File: src/rtl/int_addsub_cmp.sv
module int_addsub_cmp #(
  parameter int W = 32
) (
  input  logic [2:0]   op_i,
  input  logic [W-1:0] a_i,
  input  logic [W-1:0] b_i,
  output logic [W-1:0] result_o,
  output logic         carry_o,
  output logic         ovf_exc_o
);
  localparam int MSB = W - 1;

  localparam logic [2:0] OP_ADD  = 3'b000;
  localparam logic [2:0] OP_ADDU = 3'b001;
  localparam logic [2:0] OP_SUB  = 3'b010;
  localparam logic [2:0] OP_SUBU = 3'b011;
  localparam logic [2:0] OP_SLT  = 3'b100;
  localparam logic [2:0] OP_SLTU = 3'b101;

  logic         negate;
  logic         valid_op;
  logic [W-1:0] b_eff;
  logic [W-1:0] sum;
  logic         cout;
  logic         ovf;
  logic         lt_s;
  logic         lt_u;

  assign negate   = (op_i == OP_SUB) || (op_i == OP_SUBU) ||
                    (op_i == OP_SLT) || (op_i == OP_SLTU);
  assign valid_op = (op_i <= OP_SLTU);
  assign b_eff    = negate ? ~b_i : b_i;

  assign {cout, sum} = {1'b0, a_i} + {1'b0, b_eff} + {{W{1'b0}}, negate};

  // operands agree in sign after inversion, result disagrees
  assign ovf  = (a_i[MSB] == b_eff[MSB]) && (sum[MSB] != a_i[MSB]);
  assign lt_s = sum[MSB] ^ ovf;
  assign lt_u = ~cout;

  always_comb begin
    unique case (op_i)
      OP_ADD, OP_ADDU, OP_SUB, OP_SUBU: result_o = sum;
      OP_SLT:  result_o = {{(W-1){1'b0}}, lt_s};
      OP_SLTU: result_o = {{(W-1){1'b0}}, lt_u};
      default: result_o = '0;
    endcase
  end

  assign carry_o   = valid_op & cout;
  assign ovf_exc_o = ovf & ((op_i == OP_ADD) || (op_i == OP_SUB));

  always_comb begin
    if (op_i == OP_ADD || op_i == OP_ADDU)
      AST_ADD_WRAP: assert (result_o == W'(a_i + b_i));
    if (op_i == OP_SUB || op_i == OP_SUBU)
      AST_SUB_WRAP: assert (result_o == W'(a_i - b_i));
    if (op_i == OP_ADDU)
      AST_ADD_CARRY: assert (carry_o == (({1'b0, a_i} + {1'b0, b_i}) >> W));
    if (negate)
      AST_NO_BORROW: assert (carry_o == (a_i >= b_i));
    if (op_i == OP_ADD && a_i[MSB] != b_i[MSB])
      AST_MIXED_ADD_SAFE: assert (!ovf_exc_o);
    if (op_i == OP_SUB && a_i[MSB] == b_i[MSB])
      AST_SAME_SUB_SAFE: assert (!ovf_exc_o);
    if (op_i == OP_ADDU || op_i == OP_SUBU || op_i == OP_SLT || op_i == OP_SLTU)
      AST_NO_OVERFLOW: assert (!ovf_exc_o);
    if (op_i == OP_SLT)
      AST_SLT_SIGNED: assert (result_o == W'($signed(a_i) < $signed(b_i)));
    if (op_i == OP_SLTU)
      AST_SLT_UNSIGNED: assert (result_o == W'(a_i < b_i));
    if (!valid_op)
      AST_UNUSED_QUIET: assert (result_o == '0 && !carry_o && !ovf_exc_o);
  end
endmodule

File: config.mk
export PLATFORM = sky130hd
export DESIGN_NAME = int_addsub_cmp
export DESIGN_NICKNAME = d
export VERILOG_FILES = /design/src/rtl/int_addsub_cmp.sv
export SDC_FILE = /design/constraint.sdc
export NUM_CORES = 1
export LEC_CHECK = 0
export BUFFER_PORTS_ARGS = -buffer_cell sky130_fd_sc_hd__buf_2
export CORE_MARGIN = 2
export CORE_UTILIZATION = 46
export DETAILED_ROUTE_END_ITERATION = 16
export PLACE_DENSITY = 0.83
export SYNTH_ARGS = -nofsm -noshare
export SYNTH_HDL_FRONTEND = slang
export SYNTH_SLANG_ARGS = --single-unit
File: constraint.sdc
create_clock -name vclk -period 7
set_input_delay 1.4 -clock vclk [all_inputs]
set_output_delay 1.4 -clock vclk [all_outputs]
set_load 0.01 [all_outputs]
# Yosys cells after proc, flatten, opt, wreduce, memory -nomap -nowiden
# Index checks and enable logic that the tools add are counted.
totals:
  ramBits: 0
  latch_bits: 0
  n_memories: 0
  mem_bits_ro: 0
  word_cells: 24
  reg_bits: 0
classes:
  n_bitwise: 5
  order_cmp: 1
  n_mul: 0
  n_mux: 2
  n_addsub: 2
  div: 0
  n_eq_ne: 7
  n_reduce_logical: 7
  shift: 0
ops:
  columns: ["op", "n"]
  rows:
  - ["one-hot mux 32 bit (3 select lines)", 1]
  - ["adder 32 x 32 -> 33 bit", 1]
  - ["adder 33 x 1 -> 33 bit", 1]
  - ["two-way mux 32 bit", 1]
  - ["NOT 32 bit", 1]
  - ["equality test 3 x 2 -> 1 bit, second input constant", 2]
  - ["equality test 3 bit, second input constant", 2]
  - ["logical OR 1 bit", 4]
  - ["OR reduction 4 bit", 1]
  - ["equality test 3 x 1 -> 1 bit, second input constant", 1]
  - ["less-or-equal comparator 3 bit, second input constant", 1]
  - ["zero test 3 bit", 1]
  - ["bitwise AND 1 bit", 2]
  - ["equality test 1 bit", 1]
  - ["logical AND 1 bit", 1]
  - ["inequality test 1 bit", 1]
  - ["NOT 1 bit", 1]
  - ["XOR 1 bit", 1]

# Depth between registers and ports, before layout
# Gate-level depths: netlist (run 1).
logic_depth:
  depth_word: 11
  ltp_mapped: 15
  depth_no_buf: 12

# Worst setup path before layout (run 1)
# Ideal clock, no wire load.
synth_timing:
  path_kind: "input-to-output"
  from: "input port op_i[2]"
  to: "output port result_o[0]"
  slack_ps: 1184
  n_path_buf: 2
  stages: 14
  t_arrival_ps: 4416
  cell_sequence: "inv_1 -> ha_1 -> buf_2 -> clkbuf_1 -> xor2_1 -> fa_1 -> a21o_1 -> a221oi_1 -> or4_1 -> a21oi_1 -> o21ai_1 -> nor3_1 -> o31a_1 -> nand2_1"
synth_between:
  elab_chain_cells: 11
  elab_cells_between_ends: 19
  classes_between: "2 x add/sub; 7 x eq/ne; 2 x mux; 2 x bitwise; 6 x reduce/logical"
synth_rtl:
  columns: ["item", "line_no", "text"]
  rows:
  - ["start: declaration", "4", "input logic [2:0] op_i,"]
  - ["equality test 3 x 2 -> 1 bit", "29, 42", null]
  - ["logical OR 1 bit", null, null]
  - ["logical OR 1 bit", "29", "assign negate = (op_i == OP_SUB) || (op_i == OP_SUBU) ||"]
  - ["logical OR 1 bit", "30", "(op_i == OP_SLT) || (op_i == OP_SLTU);"]
  - ["two-way mux 32 bit", "32", "assign b_eff = negate ? ~b_i : b_i;"]
  - ["adder 32 x 32 -> 33 bit", "34", "assign {cout, sum} = {1'b0, a_i} + {1'b0, b_eff} + {{W{1'b0}}, negate};"]
  - ["adder 33 x 1 -> 33 bit", "34", null]
  - ["inequality test 1 bit", "37", "assign ovf = (a_i[MSB] == b_eff[MSB]) && (sum[MSB] != a_i[MSB]);"]
  - ["logical AND 1 bit", "37", null]
  - ["XOR 1 bit", "38", "assign lt_s = sum[MSB] ^ ovf;"]
  - ["one-hot mux 32 bit (3 select lines) (*)", "42", "unique case (op_i)"]
  - ["end: declaration", "7", "output logic [W-1:0] result_o,"]
# Mark *: on every way between the ends. The rest lies on a longest branch, timed or not.

# Worst setup path in the final report (run 1)
# Ends and elaborated chain as after synthesis.

==> flow_metrics.py, run 1 <==
metrics = {
    "floorplan": {
        "dieArea_mm2": 0.00539,
        "start_util_pct": 47.3,
        "ioPinCount": 101,
        "die_w_um": 73.4,
        "core_mm2": 0.00469,
        "die_h_um": 73.4,
        "rows": 25,
    },
    "setup_path": {
        "critPathArrivalTime_ns": 4.96,
        "slowest_stage": "ha_1",
        "critPathKind": "in2out",
        "critical_path.max_stage_delay_ns": 0.61,
        "worst_ep_required_time_ns": 5.60,
        "path_max_fanout": 11,
        "critPathCaptureType": "output pin",
        "path_common_cell": "buf_2",
        "start_kind": "input port",
        "worstPathCellList": "buf_2 -> inv_1 -> ha_1 -> buf_4 -> xor2_1 -> fa_1 -> a21o_1 -> a221oi_1 -> or4_1 -> a21oi_1 -> o21ai_1 -> nor3_1 -> o31a_1 -> nand2_1 -> buf_2",
    },
    "timing": {
        "rsz0062_at_grt": "false",
        "period_share_pct": 90.9,
        "final-max-slew-violation-count": 0,
        "slew_headroom_pct": 60.8,
        "hold_viol": 0,
        "final.min_clock_period_ns": 6.36,
        "fin_tns_setup_ns": 0,
        "fmax_mhz": 157,
        "worst_pin_slew_ns": 0.587,
        "setup_viol": 0,
    },
    "routing": {
        "vias_per_cell": 5.69,
        "totalWireLength_um": 6220,
        "drc": 0,
        "vias": 2655,
        "wl_per_cell_um": 13.3,
        "postRouteAntennaNets": 0,
        "firstDrtPassIters": 4,
        "drtIter0Drc": 98,
    },
    "pwr": {
        "clkPwrFrac_pct": 0,
        "comb_power_share_pct": 100.0,
        "p_int_mw": 0.193,
        "p_sw_mw": 0.256,
        "leakage_nw": 1.46,
        "seqPwrFrac_pct": 0,
        "p_total_mw": 0.448,
        "sw_frac_of_total_pct": 57.0,
        "peakVddDrop_v": 0.0000700,
        "power.density_mw_per_mm2": 162,
    },
    "cells_and_area": {
        "final_layout_size_suffix_gt1_share_pct": 26.6,
        "register_area_um2": 0,
        "layout.nets": 522,
        "fill_cells": 458,
        "area_delta_synth_final_pct": 24.9,
        "nFlopsAndLatches": 0,
        "num_antenna_cells": 0,
        "nClkBuffers": 0,
    },
    "logic_synthesis": {
        "syn_nets": 427,
        "syn_area_mm2": 0.00222,
        "synth_area_per_cell_um2": 6.93,
        "yosysWarnings": 0,
        "ys_seq_area_share_pct": 0,
        "netlist_instances": 320,
        "ys_types": 46,
    },
    "clock_network": {
        "cts.hold.buffers_added": 0,
        "post_cts.repair.setup_buffers": 0,
        "cts_resized": 0,
    },
    "grt": {
        "grt_max_degree": 30,
        "antenna_found_initial": 0,
        "grt_pass1_vias": 2445,
        "overflow": 0,
        "grt_pass1_wl_um": 9930,
        "grt_usage_pct": 21.9,
    },
    "placed_design": {
        "gp_congestion": 0.932,
        "port_buffers": 101,
        "dp_hpwl_um": 5210,
    },
    "flow_run": {
        "max_cap_viol_count": 0,
    },
    "min_path": {
        "hold_path_class": "in2out",
    },
    "status": {
        "outcome": "complete, no violations",
    },
}
-- cell usage after synthesis (all sizes together), types with 2 or more instances --
library cell / n / area share, %
xnor2: 15 / 5.9
xor2: 44 / 17
nand3: 10 / 2.3
nor3: 9 / 2.0
o21ai: 17 / 3.8
a211oi: 2 / 0.68
ha: 39 / 22
a21o: 11 / 3.7
nand2b: 2 / 0.56
o21bai: 6 / 2.0
a21oi: 30 / 6.9
nand4: 4 / 1.1
nor2: 36 / 6.1
a311oi: 3 / 1.2
o211ai: 2 / 0.68
a21boi: 2 / 0.68
and2: 2 / 0.56
and3: 5 / 1.4
nand3b: 2 / 0.68
a31oi: 7 / 2.0
a32oi: 2 / 0.79
clkbuf: 10 / 1.7
inv: 10 / 1.7
o31a: 2 / 0.79
o31ai: 3 / 1.0
nand2: 29 / 5.0
-- kinds of logic after synthesis --
logic type	after synthesis	synth area share, %
AOI/OAI and AO/OA	92	27.1
xor gates and xnor gates	59	23.3
adders and majority gates	40	22.9
buffers and inverters	21	3.61
muxes	1	0.677
and+or+nand+nor	107	22.4
-- critical path, delay by kind of cell --
kind,cells,cell delay [ns]
AOI/OAI and AO/OA,5,0.92
and+or+nand+nor,3,0.90
adders and majority gates,2,0.86
buffers and inverters,4,0.61
xor gates and xnor gates,1,0.24
-- cell type report --
type,instances,area (um^2),share of cell area (%)
multi-input combinational,299,2140,77.2
timing repair buffer,104,528,19.1
tap,54,67.6,2.44
inverter,10,37.5,1.35
-- through the flow --
stage / util, % / cell area (um^2) / hold slack [ns] / setup slack, ns / cells
floorplan: - / 2220 / 2.96 / 1.18 / 320
global placement: 59.1 / 2770 / 3.17 / 0.751 / 467
detailed placement: 59.1 / 2770 / 3.18 / 0.644 / 467
CTS: 59.1 / 2770 / 3.18 / 0.636 / 467
global route: 59.1 / 2770 / 3.22 / 0.367 / 467
finish: 59.1 / 2770 / 3.18 / 0.637 / 467
-- power by group through the flow --
| stage | combinational, mW | clock [mW] | sequential (mW) |
|---|---|---|---|
| 6_report | 0.448 | 0 | 0 |
| 5_1_grt | 0.496 | 0 | 0 |
| 4_1_cts | 0.445 | 0 | 0 |
| 3_5_place_dp | 0.441 | 0 | 0 |
| 3_3_place_gp | 0.435 | 0 | 0 |
| 2_1_floorplan | 0.326 | 0 | 0 |
-- metal layers --
metal | GRT usage (%) | share of wire (%) | routed length, um
met5 | 0 | 0 | 0
met4 | 5.45 | 1.8 | 114
met3 | 1.23 | 5.3 | 330
met2 | 40.9 | 48 | 3020
met1 | 26.9 | 44 | 2760
-- placed cells by master (no fill, tap or decap), types with 2 or more instances in the layout --
cell      Yosys  final
buf_4         0      3
nand4_1       4      4
o211ai_1      2      2
buf_2         1    101
nor2_1       36     36
o21ai_0      15     15
and3_1        5      5
xor2_1       44     44
nand2b_1      2      2
nand3b_1      2      2
nand3_1      10     10
o31ai_1       3      3
o31a_1        2      2
inv_1        10     10
ha_1         39     39
a31oi_1       7      7
o21bai_1      6      6
nor3_1        9      9
a21oi_1      29     29
a21o_1       11     11
and2_1        2      2
xnor2_1      15     15
nand2_1      28     28
a211oi_1      2      2
a32oi_1       2      2
a311oi_1      3      3
o21ai_1       2      2
-- worst paths after layout --
kind	from	end	slack, ns	cells past startpoint
worst max-delay path	op_i[2]	result_o[0]	0.64	15
worst min-delay path	op_i[0]	result_o[0]	3.18	4
Note: power is estimated with default switching activity, not from simulation.
==> run 2: changes to the inputs <==
==> constraint.sdc (replaced) <==
create_clock -name vclk -period 7
set_input_delay 1.05 -clock vclk [all_inputs]
set_output_delay 1.05 -clock vclk [all_outputs]
set_load 0.01 [all_outputs]
==> run 2 against run 1 <==
Compared with the run above: wire length down 2.3%; maximum frequency up 9.0%; cell area decreased by 0.54%; critical path depth stayed put; flip-flop and latch count did not move; global-route usage down 0.68 points.
==> flow_metrics.py, run 2 (synthesized netlist as in run 1, its figures left out) <==
metrics = {
    "cells_and_area": {
        "layout.nets": 520,
        "final_cell_mix": "buf_2 (101), xor2_1 (44), ha_1 (39), nor2_1 (36), a21oi_1 (29)",
        "multi_input_area_mm2": 0.00214,
        "final_core_util_pct": 58.7,
        "nClkBuffers": 0,
        "register_area_um2": 0,
        "fill_cells": 475,
        "layout_commonest_cell": "buf_2",
        "final_layout_size_suffix_gt1_share_pct": 26.3,
        "num_antenna_cells": 0,
        "nFlopsAndLatches": 0,
        "area_delta_synth_final_pct": 24.3,
    },
    "setup_path": {
        "critPathCaptureType": "output pin",
        "worst_ep_required_time_ns": 5.95,
        "critPathArrivalTime_ns": 4.79,
        "path_max_fanout": 17,
        "critPathKind": "in2out",
        "worstPathCellList": "buf_2 -> inv_1 -> ha_1 -> buf_4 -> xor2_1 -> ha_1 -> a21oi_1 -> o31ai_1 -> a311oi_1 -> nand3_1 -> o21ai_1 -> nor3_1 -> o31a_1 -> nand2_1 -> buf_2",
        "slowest_stage": "ha_1",
        "start_kind": "input port",
        "critical_path.max_stage_delay_ns": 0.81,
    },
    "timing": {
        "hold_ws_ns": 2.49,
        "rsz0062_at_grt": "false",
        "hold_viol": 0,
        "fmax_mhz": 171,
        "final-max-slew-violation-count": 0,
        "fin_tns_setup_ns": 0,
        "slew_headroom_pct": 46.2,
        "worst_pin_slew_ns": 0.808,
        "period_share_pct": 83.4,
        "final.min_clock_period_ns": 5.84,
        "setup_viol": 0,
    },
    "grt": {
        "grt_usage_pct": 21.2,
        "overflow": 0,
        "grt_use_met3_pct": 1.51,
        "grt_pass1_vias": 2338,
        "grtUsageMet1_pct": 26.7,
        "antenna_found_initial": 0,
        "grt_max_degree": 30,
        "busiest_layer": "met2",
        "grt_pass1_wl_um": 9700,
        "met2_usage_pct": 40.4,
    },
    "placed_design": {
        "dp_hpwl_um": 5030,
        "gp_congestion": 0.979,
        "port_buffers": 101,
    },
    "clock_network": {
        "cts_resized": 0,
        "cts.hold.buffers_added": 0,
        "post_cts.repair.setup_buffers": 0,
    },
    "floorplan": {
        "core_mm2": 0.00469,
        "start_util_pct": 47.3,
        "die_w_um": 73.4,
        "rows": 25,
        "ioPinCount": 101,
        "dieArea_mm2": 0.00539,
        "die_h_um": 73.4,
    },
    "routing": {
        "vias_per_cell": 5.63,
        "wl_per_cell_um": 13.1,
        "totalWireLength_um": 6080,
        "drc": 0,
        "vias": 2616,
        "drtIter0Drc": 104,
        "postRouteAntennaNets": 0,
        "firstDrtPassIters": 4,
    },
    "pwr": {
        "power.density_mw_per_mm2": 162,
        "leakage_nw": 1.45,
        "peakVddDrop_v": 0.0000719,
        "p_total_mw": 0.446,
    },
    "flow_run": {
        "max_cap_viol_count": 0,
    },
    "status": {
        "outcome": "complete, no violations",
    },
    "min_path": {
        "hold_path_class": "in2out",
    },
}
==> run 2: power by group <==
group | total [mW] | switching (mW) | internal [mW]
logic | 0.446 | 0.255 | 0.191
clock network | 0 | 0 | 0
registers | 0 | 0 | 0
total | 0.446 | 0.255 | 0.191
==> run 2: final timing paths <==
check / slack, ns / endpoint / startpoint / cells after the start
setup / recovery: 1.16 / result_o[0] / op_i[2] / 15
hold / removal: 2.49 / result_o[0] / op_i[0] / 4
==> run 2: through the flow <==
step	std cells	setup WS (ns)	cell area [um^2]
final	465	1.16	2760
after detailed placement	465	1.20	2760
after global placement	465	1.34	2760
after global routing	465	0.903	2760
after floorplan	320	1.88	2220
after CTS	465	1.19	2760
==> run 2: layout make-up <==
cell class                 count  share of cell area, %
multi-input combinational    299                   77.6
timing repair buffer         102                   18.6
tap                           54                   2.45
inverter                      10                   1.36
==> run 2: metal layers <==
layer  wire, um  share of wire (%)  vias to the layer above
li1           -                  -                     1336
met4          0                  0                        0
met5          0                  0                        -
met1       2750                 45                     1200
met3        346                5.7                        0
met2       2980                 49                       80
==> run 2: critical path, delay by kind of cell <==
family          cells  cell delay (ns)
compound gates      5             1.38
xor+xnor            1             0.19
simple gates        3             0.31
fa+ha+maj           2             1.13
buf+inv             4             0.70
==> run 3: changes to the inputs <==
PLACE_DENSITY = 0.86   (was 0.83)
clock period = 4.7 ns   (was 7 ns; I/O delays follow)
==> run 3 against run 2 <==
Compared with the run above: final cell count increased by 1.5%; combinational power grew 56%; via count up 1.3%; first-iteration DRC count rose by 38%; setup slack got worse by 0.98 ns; die area stayed put; non-clock buffer count up 7; count of clock-buffer cells in the layout unchanged; sequential share of layout area is the same; flip-flop and latch count is the same.
==> flow_metrics.py, run 3 (synthesized netlist as in run 1, its figures left out) <==
metrics = {
    "grt": {
        "grt_usage_pct": 22.9,
        "grt_pass1_vias": 2506,
        "antenna_found_initial": 0,
        "grt_max_degree": 30,
        "overflow": 0,
        "grt_pass1_wl_um": 10500,
    },
    "floorplan": {
        "rows": 25,
        "core_mm2": 0.00469,
        "die_w_um": 73.4,
        "ioPinCount": 101,
        "dieArea_mm2": 0.00539,
        "die_h_um": 73.4,
        "start_util_pct": 47.3,
    },
    "timing": {
        "fmax_mhz": 221,
        "final.min_clock_period_ns": 4.52,
        "final-max-slew-violation-count": 0,
        "setup_viol": 0,
        "period_share_pct": 96.2,
        "slew_headroom_pct": 61.0,
        "hold_ws_ns": 1.80,
        "fin_ws_ns": 0.180,
        "worst_pin_slew_ns": 0.585,
        "hold_viol": 0,
    },
    "setup_path": {
        "worst_ep_required_time_ns": 3.99,
        "worstPathCellList": "buf_2 -> inv_1 -> ha_1 -> buf_12 -> xor2_1 -> ha_1 -> a21o_1 -> a311oi_1 -> a211o_1 -> o311ai_4 -> nand2_2 -> or3_1 -> a21o_1 -> a21oi_2 -> buf_2",
        "critPathKind": "in2out",
        "path_buf_inv": 4,
        "critPathCaptureType": "output pin",
        "slowest_stage": "or3_1",
        "critical_path.max_stage_delay_ns": 0.40,
        "path_max_fanout": 14,
        "critPathArrivalTime_ns": 3.82,
        "crit_family": "compound AO/OA/AOI/OAI gates",
        "start_kind": "input port",
    },
    "status": {
        "outcome": "complete, no violations",
    },
    "routing": {
        "firstDrtPassIters": 4,
        "vias": 2651,
        "drc": 0,
        "postRouteAntennaNets": 0,
        "drtIter0Drc": 143,
        "wl_per_cell_um": 13.6,
        "vias_per_cell": 5.62,
        "totalWireLength_um": 6430,
    },
    "cells_and_area": {
        "final_core_util_pct": 60.5,
        "nFlopsAndLatches": 0,
        "final_layout_size_suffix_gt1_share_pct": 28.2,
        "register_area_um2": 0,
        "nClkBuffers": 0,
        "area_delta_synth_final_pct": 27.9,
        "fill_cells": 445,
        "num_antenna_cells": 0,
        "layout.nets": 527,
        "final_cell_mix": "buf_2 (101), xor2_1 (44), ha_1 (39), nor2_1 (36), nand2_1 (28)",
        "layout_commonest_cell": "buf_2",
    },
    "pwr": {
        "power.density_mw_per_mm2": 245,
        "leakage_nw": 1.49,
        "seqPwrFrac_pct": 0,
        "peakVddDrop_v": 0.000112,
        "p_sw_mw": 0.393,
        "clkPwrFrac_pct": 0,
        "comb_power_share_pct": 100.0,
        "sw_frac_of_total_pct": 56.7,
        "p_int_mw": 0.301,
    },
    "min_path": {
        "hold_depth": 4,
        "hold_end": "result_o[0]",
        "hold_path.startpoint": "op_i[0]",
        "hold_path_class": "in2out",
    },
    "placed_design": {
        "post-place-ws_ns": 0.140,
        "dp_hpwl_um": 5400,
        "gp_congestion": 0.911,
        "port_buffers": 101,
    },
    "flow_run": {
        "max_cap_viol_count": 0,
    },
    "clock_network": {
        "post_cts.repair.setup_buffers": 0,
        "cts.hold.buffers_added": 0,
    },
}
[run 3: power groups by stage]
stage               clock [mW]  combinational, mW  sequential (mW)
floorplan                    0              0.485                0
global placement             0              0.664                0
detailed placement           0              0.681                0
CTS                          0              0.686                0
global route                 0              0.767                0
finish                       0              0.694                0
[run 3: how the worst max path moves through the flow]
| stage | endpoint | cells after the start | startpoint |
|---|---|---|---|
| 5_1_grt | result_o[24] | 15 | op_i[1] |
| 2_1_floorplan | result_o[0] | 14 | op_i[2] |
| 4_1_cts | result_o[0] | 15 | op_i[1] |
| 3_3_place_gp | result_o[0] | 15 | op_i[1] |
| 6_report | result_o[27] | 15 | op_i[1] |
| 3_5_place_dp | result_o[0] | 15 | op_i[1] |
[run 3: cell type report]
cell class / instances / area (um^2) / share of cell area (%)
repair buffers: 109 / 582 / 20.5
inverters: 10 / 37.5 / 1.32
well taps: 54 / 67.6 / 2.38
multi-input cells: 299 / 2150 / 75.8
[run 3: repair_timing]
action | 4_1_cts | 5_1_grt
gates resized for setup | 0 | 4
endpoints found under the setup margin | 0 | 6
endpoints found under the hold margin | 0 | 0
[run 3: metal layers]
layer / up-vias / share of wire [%] / routed length [um] / GRT usage (%)
met3: 4 / 4.5 / 286 / 0.686
met5: - / 0 / 0 / 0
li1: 1343 / - / - / -
met1: 1227 / 44 / 2860 / 28.8
met4: 0 / 0.47 / 30 / 2.42
met2: 77 / 51 / 3250 / 44.2
[run 3: stage by stage]
| step | std cells | total power, mW | TNS [ns] | cell area, um^2 |
|---|---|---|---|---|
| 2_1_floorplan | 320 | 0.485 | 0 | 2220 |
| 3_3_place_gp | 472 | 0.664 | 0 | 2820 |
| 3_5_place_dp | 472 | 0.681 | 0 | 2820 |
| 4_1_cts | 472 | 0.686 | 0 | 2820 |
| 5_1_grt | 472 | 0.767 | -0.00340 | 2840 |
| 6_report | 472 | 0.694 | 0 | 2840 |
